## src/rtl/pmu_pkg.sv

```systemverilog
package pmu_pkg;

    localparam int NUM_EVT    = 4;
    localparam int REG_W      = 32;
    localparam int ADDR_W     = 8;
    localparam int CYC_EN_BIT = 31;
    localparam int WIDE_IDX   = NUM_EVT - 1;

    localparam logic [ADDR_W-1:0] A_CTRL   = 8'h00;
    localparam logic [ADDR_W-1:0] A_ENSET  = 8'h04;
    localparam logic [ADDR_W-1:0] A_ENCLR  = 8'h08;
    localparam logic [ADDR_W-1:0] A_CYC    = 8'h0C;
    localparam logic [ADDR_W-1:0] A_EVT    = 8'h10;
    localparam logic [ADDR_W-1:0] A_WIDE_H = A_EVT + ADDR_W'(4 * NUM_EVT);
    localparam logic [ADDR_W-1:0] A_SEL    = A_WIDE_H + 8'h04;

    localparam logic [REG_W-1:0] EN_MASK =
        (REG_W'(1) << CYC_EN_BIT) | ((REG_W'(1) << NUM_EVT) - REG_W'(1));

    typedef enum logic [1:0] {
        EV_OFF = 2'b00,
        EV_RD  = 2'b01,
        EV_WR  = 2'b10,
        EV_RW  = 2'b11
    } evsel_e;

    typedef struct packed {
        logic clr_cyc;
        logic clr_evt;
        logic run;
    } ctrl_t;

    function automatic logic [ADDR_W-1:0] evt_addr(input int n);
        return A_EVT + ADDR_W'(4 * n);
    endfunction

    function automatic logic [ADDR_W-1:0] sel_addr(input int n);
        return A_SEL + ADDR_W'(4 * n);
    endfunction

    function automatic logic [1:0] beat_incr(input evsel_e sel, input logic rd, input logic wr);
        return {1'b0, sel[0] & rd} + {1'b0, sel[1] & wr};
    endfunction

endpackage

```

## src/rtl/pmu_regs.sv

```systemverilog
module pmu_regs
    import pmu_pkg::*;
(
    input  logic                          clk,
    input  logic                          rst,
    input  logic [ADDR_W-1:0]             addr,
    input  logic                          we,
    input  logic [REG_W-1:0]              wdata,
    output logic                          run_o,
    output logic                          clr_evt_o,
    output logic                          clr_cyc_o,
    output logic [REG_W-1:0]              en_vec_o,
    output evsel_e [NUM_EVT-1:0]          sel_o
);

    ctrl_t            ctrl_wr;
    logic [REG_W-1:0] wmask;

    assign ctrl_wr = ctrl_t'(wdata[2:0]);
    assign wmask   = wdata & EN_MASK;

    always_ff @(posedge clk) begin
        if (rst) begin
            run_o     <= 1'b0;
            clr_evt_o <= 1'b0;
            clr_cyc_o <= 1'b0;
            en_vec_o  <= '0;
            sel_o     <= '{default: EV_OFF};
        end else begin
            clr_evt_o <= 1'b0;
            clr_cyc_o <= 1'b0;
            if (we) begin
                case (addr)
                    A_CTRL: begin
                        run_o     <= ctrl_wr.run;
                        clr_evt_o <= ctrl_wr.clr_evt;
                        clr_cyc_o <= ctrl_wr.clr_cyc;
                    end
                    A_ENSET: en_vec_o <= en_vec_o | wmask;
                    A_ENCLR: en_vec_o <= en_vec_o & ~wmask;
                    default: ;
                endcase
                for (int n = 0; n < NUM_EVT; n++) begin
                    if (addr == sel_addr(n)) sel_o[n] <= evsel_e'(wdata[1:0]);
                end
            end
        end
    end

    // a one written to the set register leaves that bit on
    a_r2_set_sticks: assert property (@(posedge clk) disable iff (rst)
        (we && addr == A_ENSET) |=> ((en_vec_o & $past(wmask)) == $past(wmask)));

    // a one written to the clear register leaves that bit off
    a_r2_clr_sticks: assert property (@(posedge clk) disable iff (rst)
        (we && addr == A_ENCLR) |=> ((en_vec_o & $past(wmask)) == '0));

    // reset pulses last a single cycle
    a_r7_pulse_once: assert property (@(posedge clk) disable iff (rst)
        (clr_evt_o && !(we && addr == A_CTRL)) |=> !clr_evt_o);

endmodule

```

## src/rtl/pmu_counter.sv

```systemverilog
module pmu_counter #(
    parameter int W = 32
) (
    input  logic         clk,
    input  logic         rst,
    input  logic         clr,
    input  logic         cnt_en,
    input  logic [1:0]   incr,
    output logic [W-1:0] value
);

    always_ff @(posedge clk) begin
        if (rst || clr)  value <= '0;
        else if (cnt_en) value <= value + W'(incr);
    end

    // without an enable and without a clear, the value holds
    a_r3_hold: assert property (@(posedge clk) disable iff (rst)
        (!cnt_en && !clr) |=> $stable(value));

    // a clear pulse zeroes the counter on the next edge
    a_r7_clear: assert property (@(posedge clk) disable iff (rst)
        clr |=> (value == '0));

    // a counter never advances by more than two per cycle
    a_r5_step: assert property (@(posedge clk) disable iff (rst)
        !clr |=> (W'(value - $past(value)) <= W'(2)));

endmodule

```

## src/rtl/bus_perf_monitor.sv

```systemverilog
module bus_perf_monitor
    import pmu_pkg::*;
#(
    parameter int CNT_W  = 32,
    parameter int WIDE_W = 40
) (
    input  logic              clk,
    input  logic              rst,
    input  logic [7:0]        reg_addr,
    input  logic              reg_we,
    input  logic [31:0]       reg_wdata,
    output logic [31:0]       reg_rdata,
    input  logic              rd_beat,
    input  logic              wr_beat
);

    logic                 run, clr_evt, clr_cyc;
    logic [REG_W-1:0]     en_vec;
    evsel_e [NUM_EVT-1:0] sel;
    logic [CNT_W-1:0]     cyc_val;
    logic [WIDE_W-1:0]    evt_val [NUM_EVT];

    pmu_regs u_regs (
        .clk       (clk),
        .rst       (rst),
        .addr      (reg_addr),
        .we        (reg_we),
        .wdata     (reg_wdata),
        .run_o     (run),
        .clr_evt_o (clr_evt),
        .clr_cyc_o (clr_cyc),
        .en_vec_o  (en_vec),
        .sel_o     (sel)
    );

    pmu_counter #(.W(CNT_W)) u_cyc (
        .clk    (clk),
        .rst    (rst),
        .clr    (clr_cyc),
        .cnt_en (run & en_vec[CYC_EN_BIT]),
        .incr   (2'd1),
        .value  (cyc_val)
    );

    for (genvar n = 0; n < NUM_EVT; n++) begin : g_evt
        localparam int W = (n == WIDE_IDX) ? WIDE_W : CNT_W;
        logic [W-1:0] val;
        pmu_counter #(.W(W)) u_cnt (
            .clk    (clk),
            .rst    (rst),
            .clr    (clr_evt),
            .cnt_en (run & en_vec[n]),
            .incr   (beat_incr(sel[n], rd_beat, wr_beat)),
            .value  (val)
        );
        assign evt_val[n] = WIDE_W'(val);
    end

    always_comb begin
        reg_rdata = '0;
        case (reg_addr)
            A_CTRL:           reg_rdata = REG_W'(run);
            A_ENSET, A_ENCLR: reg_rdata = en_vec;
            A_CYC:            reg_rdata = REG_W'(cyc_val);
            A_WIDE_H:         reg_rdata = REG_W'(evt_val[WIDE_IDX] >> REG_W);
            default:          reg_rdata = '0;
        endcase
        for (int n = 0; n < NUM_EVT; n++) begin
            if (reg_addr == evt_addr(n)) reg_rdata = evt_val[n][REG_W-1:0];
            if (reg_addr == sel_addr(n)) reg_rdata = REG_W'(sel[n]);
        end
    end

endmodule

```

## config.mk

```make
export PLATFORM = sky130hd
export DESIGN_NAME = bus_perf_monitor
export DESIGN_NICKNAME = d
export VERILOG_FILES = /design/src/rtl/pmu_pkg.sv /design/src/rtl/pmu_regs.sv /design/src/rtl/pmu_counter.sv /design/src/rtl/bus_perf_monitor.sv
export SDC_FILE = /design/constraint.sdc
export NUM_CORES = 1
export LEC_CHECK = 0
export ABC_AREA = 1
export ABC_CLOCK_PERIOD_IN_PS = 3600
export BUFFER_PORTS_ARGS = -buffer_cell sky130_fd_sc_hd__clkbuf_2
export CORE_MARGIN = 1.5
export CORE_UTILIZATION = 55
export DETAILED_ROUTE_END_ITERATION = 16
export PLACE_DENSITY = 0.74
export SYNTH_ARGS = -nofsm -noshare
export SYNTH_HDL_FRONTEND = slang
export SYNTH_SLANG_ARGS = --single-unit
```

## constraint.sdc

```tcl
create_clock -name clk -period 3.6 [get_ports clk]
set_input_delay 0.36 -clock clk [delete_from_list [all_inputs] [get_ports clk]]
set_output_delay 0.36 -clock clk [all_outputs]
set_load 0.03 [all_outputs]
```

* Yosys cells after proc, flatten, opt, wreduce, memory -nomap -nowiden
Index checks and enable logic that the tools add are counted.
** Word-level totals
- Register bits :: 211
- Input bits :: 45
- Output and inout bits :: 32
- Word-level logic and storage cells :: 74
** Cells by class
- Add/subtract/negate cells :: 9
- Equality and inequality tests :: 12
- Muxes and demuxes :: 10
- Bitwise gates (word level) :: 18
- Reduce and logical (&&, ||, !) cells :: 12
** Operator list (number)
- $mux 32 :: 8
- $pmux 32 s4 :: 1
- $add 32x2->32 :: 3
- $pmux 32 s2 :: 1
- $add 40x2->40 :: 1
- $eq 8x6->1 const B :: 5
- $add 32x1->32 const B :: 1
- $and 32x32->32 :: 1
- $eq 8x5->1 const B :: 4
- $not 32->32 :: 1
- $or 32x32->32 :: 1
- $eq 8x4->1 const B :: 2
- $and 1x1->1 :: 13
- $reduce_and 2->1 :: 6
- $add 1x1->2 :: 4
- $eq 8x3->1 const B :: 1
- $logic_not 8->1 :: 1
- $reduce_or 3->1 :: 1
- $logic_or 1x1->1 :: 2
- $not 1->1 :: 2
- $reduce_bool 2->1 :: 1
- $reduce_or 2->1 :: 1

* Depth between registers and ports, before layout
Gate-level depths: netlist of the first run.
- Depth in word-level cells :: 11
- Gate-level depth with buffers :: 15
- Mapped depth without buffers :: 15

* By module
Synthesis of the first run repeated with hierarchy kept, for this count alone.
** Second synthesis, totals
- Cells, all modules :: 2002
- Area, all modules :: 12125.4 um^2
** By module, submodules not included
- pmu_counter at g_evt[0].u_cnt ... :: times used 3, cells an instance 290, area each 1826.8 um^2, sequential area each 640.6 um^2
- pmu_counter at g_evt[3].u_cnt :: times used 1, cells an instance 369, area each 2272.2 um^2, sequential area each 800.8 um^2
- pmu_counter at u_cyc :: times used 1, cells an instance 285, area each 1805.5 um^2, sequential area each 640.6 um^2
- bus_perf_monitor :: times used 1, cells an instance 346, area each 1620.3 um^2, sequential area each 0.0 um^2
- pmu_regs :: times used 1, cells an instance 132, area each 947.2 um^2, sequential area each 320.3 um^2

* Worst setup path after synthesis of the first run
No wires, ideal clock.
- Path type :: input -> output
- Start point :: input port reg_addr[0]
- End point :: output port reg_rdata[21]
- Arrival time :: 1921 ps
- Setup slack :: 1319 ps
- Cell stages on the path :: 8
- Path buffers :: 1
- Path through :: inv_1 > nand2_1 > nor2_2 > inv_1 > nor2_2 > inv_1 > clkbuf_1 > o21ai_0
** Between the ends
- Cells in the longest elaborated chain, start to end :: 11
** RTL lines
- start: declaration :: RTL line bus_perf_monitor.sv:9 : input logic [7:0] reg_addr,
- $eq 8x3->1 / $eq 8x4->1 (equally long branches) :: RTL line bus_perf_monitor.sv:61 : case (reg_addr)
- $reduce_or 2->1 :: RTL line bus_perf_monitor.sv:61
- $pmux 32 s4 :: RTL line bus_perf_monitor.sv:61
- $mux 32 :: RTL line bus_perf_monitor.sv:69 : if (reg_addr == evt_addr(n)) reg_rdata = evt_val[n][REG_W-1:0];
- $mux 32 :: RTL line bus_perf_monitor.sv:70 : if (reg_addr == sel_addr(n)) reg_rdata = REG_W'(sel[n]);
- $mux 32 :: RTL line bus_perf_monitor.sv:69
- $mux 32 :: RTL line bus_perf_monitor.sv:70
- $mux 32 :: RTL line bus_perf_monitor.sv:69
- $mux 32 :: RTL line bus_perf_monitor.sv:70
- $mux 32 :: RTL line bus_perf_monitor.sv:69
- $mux 32 (*) :: RTL line bus_perf_monitor.sv:70
- end: declaration :: RTL line bus_perf_monitor.sv:12 : output logic [31:0] reg_rdata,
Mark *: on every way between the ends. The rest lies on a longest branch, timed or not.

* Worst setup path in the final report of the first run
Same ends and word-level chain as after synthesis.

==> metrics, run 1 <==
status complete, no violations; final worst setup slack roughly 0.54 ns; number of diodes 0; Clk pin slew, worst setup/hold paths approximately 0.07 ns; Final period util 0.850; P_leak just over 4 nW; Worst Max-Slew Pin Slew 0.783 ns; Internal around 3.1 mW; met3 Use GR 0.0507; Avg Synthesized Cell Area roughly 6.4 um^2; Crit-path slowest cell nand2_1; Syn Nets between 1500 and 2000; layout cells sized above 1 0.0821; Die ar. ~21000 um^2; Layout Skew ~0.012 ns; Root Buffer clkbuf_16; Clock power frac 0.475; total CTS buffers 17; hold buffers post-CTS 0; Die X between 100 and 150 um; Max FO, Critical Path 19; gr ovfl total 0; number of remaining DRC errors 0; unrepaired setup endpoints after global routing no; CP arrival around 2.7 ns; # fillers around 1900; Final Util 0.621; vias in the first global route 10400; PortBufs 49; Max Freq 327 MHz; Setup crit end kind primary output; worst-path cell chain clkbuf_2 > inv_1 > nand2_1 > nor2_2 > nand2_1 > buf_4 > o211ai_1 > a21oi_1 > o21ai_0 > clkbuf_2; Setup WS pre-CTS 0.642 ns; P&R area growth vs syn 9.86%; sw frac 0.225; crit start category input pin; sequential area share after synthesis 0.333; clock sink count around 180; fin cells 2044; hold depth 3; Resized Gates After CTS 0; GR met1 Demand/Resource 0.420; vias per cell roughly 5.6; per-cell routed wire length between 15 and 20 um; M2 GR Usage 0.572; # rows between 50 and 60; design area 12200 um^2; Period minus WS final a little over 3 ns; # Post-CTS Setup Buffers 0; Rel. slew slack 0.477; final WL about 34000 um; Worst VDD drop 0.000307 V; Netlist cell types 48; antenna-violating nets left 0; setup TNS 0 ns; cell count after placement 2012; total power draw just over 4 mW; 1st-pass router iterations 6; Final HPWL DP approximately 26000 um; Switch Pwr just over 0.9 mW; clock latency at the later pin of the worst-skew pair approximately 0.44 ns; flops & latches, synth 184; placed instance area 11600 um^2; # nets final ~1800; starting density of the core 0.565; first-pass GRT wire length 53300 um; GRT Total Usage 0.333; Hold Fails Final Rpt 0; worst hold path class in2reg; final max-slew violation count 0; Chip Height 145 um; htree depth 4; Max-cap violations 0; antenna violations before repair 1; Ports 77; FFs w/ async S/R, synth 0; number of synthesized flops with an enable pin 0; largest net degree at the start of global routing 85; global routing's busiest layer met2; Setup CP Type in2out; placer congestion estimate 0.950; Max stage delay on crit path 0.58 ns; hold_ws ~0.13 ns; first-iteration detailed-routing DRC count 993; Post-Syn Instances 1730; cell area power density approximately 330 nW/um^2; Seq pwr share 0.502; Post-synth top flop dfxtp_1; CTS tree yes; Mapped Area roughly 11000 um^2; Max Buffers Root-to-Sink 2; Required @ worst endpoint roughly 3.2 ns; routed vias approximately 11000; CORE AREA around 20000 um^2; yosys warns 0; final-report setup violation count 0; Comb pwr share 0.023; Reg2Reg Depth 11
## critical path, delay by kind of cell
kind / cells / cell delay [ns]
AOI/OAI and AO/OA: 3 / 0.55
and+or+nand+nor: 3 / 1.02
buffers and inverters: 4 / 0.75
## metal layers
| metal | vias up | routed length [um] |
|---|---|---|
| li1 | 5720 | - |
| met1 | 5239 | 14600 |
| met2 | 439 | 16200 |
| met3 | 68 | 2250 |
| met4 | 2 | 1040 |
| met5 | - | 13 |
## power groups by stage
stage | logic (mW) | clock network, mW | registers (mW)
after global routing | 0.103 | 2.01 | 2.03
final | 0.0931 | 1.92 | 2.03
after floorplan | 0.0560 | 0 | 2.08
after detailed placement | 0.0927 | 0 | 2.08
after global placement | 0.0904 | 0 | 2.08
after CTS | 0.0926 | 1.93 | 2.03
## final timing paths
check                           slack (ns)                       end                     start
worst max-delay path                  0.54             reg_rdata[21]               reg_addr[0]
worst min-delay path                  0.13          u_regs.clr_cyc_o              reg_wdata[2]
worst max register to register        0.95  g_evt[2].u_cnt.value[22]           u_regs.sel_o[4]
worst min register to register        0.47  g_evt[2].u_cnt.value[31]  g_evt[2].u_cnt.value[31]
## state kept, by name (all words and copies together), names as in the netlist, named ones only
signal and count:
g_evt.u_cnt.value 136, u_cyc.value 32, u_regs.clr_cyc_o 1, u_regs.clr_evt_o 1, u_regs.run_o 1, u_regs.sel_o 8
## placed cells by master (no fill, tap or decap), types with 7 or more instances in the layout
cell       instances
a21oi_1          127
buf_4              8
clkbuf_16         17
clkbuf_2          49
dfxtp_1          184
inv_1            226
nand2_1          420
nand2_2            7
nand3_1           97
nand4_1           50
nor2_1           208
nor2_2            18
nor3_1            86
nor3_2             8
nor3b_1            7
o2111ai_1          7
o211ai_1          11
o21ai_0           74
o221ai_1          12
o22ai_1           17
xnor2_1            8
xor2_1            56
## Yosys cell counts, drive strengths merged, types with 3 or more instances
cell type  count  area, um^2
nand2        429        1640
nor2         232         951
inv          231         867
dfxtp        184        3680
a21oi        127         636
nand3         99         505
nor3          95         527
o21ai         79         395
xor2          56         490
nand4         53         350
clkbuf        32         120
o22ai         17         106
o221ai        12         105
o211ai        11        82.6
buf            9        47.5
nor3b          8        65.1
xnor2          8        70.1
o2111ai        7        61.3
a211oi         6        45.0
ha             5        62.6
clkinv         4        16.3
fa             4        80.1
nand3b         4        33.8
nor4           4        25.0
o21a           4        30.0
and3           3        18.8
or2            3        18.8
## cell type report
class | count | area (um^2) | share of cell area
clock buffers | 22 | 474 | 0.0390
clock inverters | 10 | 118 | 0.00967
inverters | 235 | 883 | 0.0726
multi-input cells | 1270 | 6340 | 0.522
flip-flops and latches | 184 | 3680 | 0.303
well taps | 265 | 332 | 0.0273
repair buffers | 58 | 325 | 0.0268
## logic make-up (layout without fill, tap and decap cells)
group           Yosys count  in the layout  share of synthesized area
fa+ha+maj                 9              9                     0.0129
compound gates          266            266                      0.134
xor+xnor                 64             64                     0.0506
buf+inv                 276            325                     0.0949
flops                   184            184                      0.333
simple gates            931            931                      0.374
No activity file was read; power rests on OpenSTA's default activity.
==> run 2: changes to the inputs <==
Settings changed: ABC_AREA 1 to 0, ABC_CLOCK_PERIOD_IN_PS 3600 to 2550, CORE_UTILIZATION 55 to 54, PLACE_DENSITY 0.74 to 0.76.
Clock period 3.6 ns to 2.55 ns, I/O delays scaled along.
==> metrics, run 2 <==
Setup CP Type in2out (unchanged); vias in the first global route 7711 (was 10400); P_leak 3.89 nW (was 4.08 nW); worst hold path class in2reg (unchanged); setup TNS 0 ns (unchanged); total CTS buffers 17 (unchanged); antenna-violating nets left 0 (unchanged); # rows 47 (was 51); final WL 25200 um (was 34100 um); Max Buffers Root-to-Sink 2 (unchanged); Mapped Area 9290 um^2 (was 11100 um^2); sw frac 0.240 (was 0.225); gr ovfl total 0 (unchanged); most frequent cells in the layout dfxtp_1 (184), nor2_1 (180), nand2_1 (133) (was nand2_1 (420), inv_1 (226), nor2_1 (208)); Internal 4.30 mW (was 3.14 mW); number of diodes 0 (unchanged); Seq pwr share 0.508 (was 0.502); cell count after placement 1375 (was 2012); Syn Nets 1170 (was 1784); vias per cell 5.97 (was 5.61); Root Buffer clkbuf_16 (unchanged); starting density of the core 0.556 (was 0.565); Hold Fails Final Rpt 0 (unchanged); per-cell routed wire length 17.9 um (was 16.7 um); Rel. slew slack 0.539 (was 0.477); PortBufs 49 (unchanged); yosys warns 0 (unchanged); Largest Register g_evt.u_cnt.value (unchanged); Crit. Startpoint reg_addr[4] (was reg_addr[0]); sequential area share after synthesis 0.397 (was 0.333); Largest regs g_evt.u_cnt.value: 136 flops, u_cyc.value: 32 flops, u_regs.sel_o: 8 flops (unchanged); routed vias 8412 (was 11500); clock latency at the later pin of the worst-skew pair 0.44 ns (about the same); Post-Syn Instances 1116 (was 1730); Worst VDD drop 0.000449 V (was 0.000307 V); Worst Max-Slew Pin Slew 0.691 ns (was 0.783 ns); Chip Height 134 um (was 145 um); layout cells sized above 1 0.131 (was 0.0821); Ports 77 (unchanged); Post-synth top cells nor2_1 (185), dfxtp_1 (184), nand2_1 (134) (was nand2_1 (420), inv_1 (227), nor2_1 (210)); total power draw 5.66 mW (was 4.05 mW); startpoint of the worst hold path reg_wdata[2] (unchanged); cell area power density 533 nW/um^2 (was 333 nW/um^2); final max-slew violation count 0 (unchanged); first-pass GRT wire length 40800 um (was 53300 um); number of remaining DRC errors 0 (unchanged); Netlist cell types 55 (was 48); Final period util 0.951; final worst setup slack 0.124 ns (was 0.541 ns); Setup WS pre-CTS -0.00892 ns (was 0.642 ns); hold_ws 0.0963 ns (was 0.133 ns); Final Util 0.635 (was 0.621); Avg Synthesized Cell Area 8.32 um^2 (was 6.40 um^2); design area 10600 um^2 (was 12200 um^2); # nets final 1230 (was 1820); crit start category input pin (unchanged); Layout Skew 0.00957 ns (was 0.0121 ns); Die ar. 18000 um^2 (was 21000 um^2); Post-synth top flop dfxtp_1 (unchanged); flops & latches, synth 184 (unchanged); placer congestion estimate 0.926 (was 0.950); final-report setup violation count 0 (unchanged); Max FO, Critical Path 30 (was 19); CTS tree yes (unchanged); Switch Pwr 1.36 mW (was 0.911 mW); P&R area growth vs syn 14.2% (was 9.86%); status complete, no violations (unchanged); number of synthesized flops with an enable pin 0 (unchanged); htree depth 4 (unchanged); Max-cap violations 0 (unchanged); Required @ worst endpoint 2.30 ns (was 3.24 ns); GRT Total Usage 0.288 (was 0.333); Yosys top cell by area dfxtp_1 (unchanged); Die X 134 um (was 145 um); antenna violations before repair 0 (was 1); first-iteration detailed-routing DRC count 947 (was 993); clock sink count 184 (unchanged); Max Freq between 400 and 500 MHz; fin cells 1409 (was 2044); Setup crit end kind primary output (unchanged); Clk pin slew, worst setup/hold paths 0.07 ns (about the same); most common cell in the netlist nor2_1 (was nand2_1); dominant cells by area after synthesis dfxtp_1 (40%), xor2_1 (9.2%), nor2_1 (7.5%) (was dfxtp_1 (33%), nand2_1 (14%), inv_1 (7.7%)); placed instance area 10000 um^2 (was 11600 um^2); FF-to-FF Start u_regs.sel_o[7] (was u_regs.sel_o[4]); CP arrival 2.17 ns (was 2.70 ns); largest net degree at the start of global routing 53 (was 85); Clock power frac 0.468 (was 0.475); # fillers 1469 (was 1911); Final HPWL DP 18400 um (was 26300 um); Period minus WS final 2.43 ns; commonest non-fill, non-tap cell in the layout dfxtp_1 (was nand2_1); Yosys top cell area share 0.397 (was 0.333); 1st-pass router iterations 8 (was 6); FFs w/ async S/R, synth 0 (unchanged); Comb pwr share 0.024 (was 0.023); CORE AREA 16700 um^2 (was 19600 um^2); max reg flops 136 (unchanged)
==> run 2: cell count changes after synthesis, sizes merged, moves of 25 or more <==
cell and delta:
nand2 -295, nor2 -47, xor2 +42, a222oi +33, nor3 -63, xnor2 +37
a21oi -94, o21ai -62, a22oi +33, nand3 -25, inv -213
==> run 2: cells by family (layout without fill, tap and decap cells) <==
logic type,after synthesis,in the layout,share of synthesized area
fa+ha+maj,9,9,0.0154
mux,10,10,0.0109
flops,184,184,0.397
simple gates,567,567,0.308
compound gates,134,134,0.105
xor+xnor,143,143,0.135
buf+inv,69,142,0.0294
==> run 2: path summary, 6_finish.rpt <==
path / endpoint / slack [ns] / cells past startpoint
max: reg_rdata[29] / 0.12 / 8
min: u_regs.clr_cyc_o / 0.1 / 2
max reg2reg: g_evt[3].u_cnt.value[32] / 0.15 / 11
min reg2reg: u_regs.sel_o[7] / 0.50 / 2
==> run 2: per-layer routing <==
layer	share of wire	global-route usage	vias up	wire length [um]
li1	-	-	4059	-
met1	0.45	0.419	4017	11500
met4	0.015	0.0735	0	384
met2	0.45	0.437	306	11300
met3	0.080	0.0605	30	2030
met5	0	0	-	0
==> run 2: power groups by stage <==
stage	clock (mW)	sequential [mW]	combinational, mW
5_1_grt	2.80	2.87	0.146
3_5_place_dp	0	2.94	0.133
6_report	2.65	2.87	0.135
2_1_floorplan	0	2.94	0.0766
3_3_place_gp	0	2.94	0.134
4_1_cts	2.67	2.87	0.134
==> run 2: area by class of cell <==
cell class | count | area [um^2] | area share
clock buffers | 17 | 425 | 0.0401
repair buffers | 92 | 643 | 0.0606
multi-input cells | 863 | 5350 | 0.505
inverters | 18 | 67.6 | 0.00637
clock inverters | 15 | 159 | 0.0150
flip-flops and latches | 184 | 3680 | 0.347
well taps | 220 | 275 | 0.0260
==> run 2: timing repair <==
item	in CTS	in global routing
setup buffers	0	2
resized for setup	0	3
hold buffers	0	0
setup endpoints to repair	0	7
==> run 2: worst max-delay path, cell delays in order <==
cell and delay, ns:
clkbuf_2 0.17, nor2b_1 0.38, nand2_1 0.26, nor2_2 0.18, buf_4 0.34, a22oi_1 0.19, nand2_1 0.16, clkbuf_2 0.22
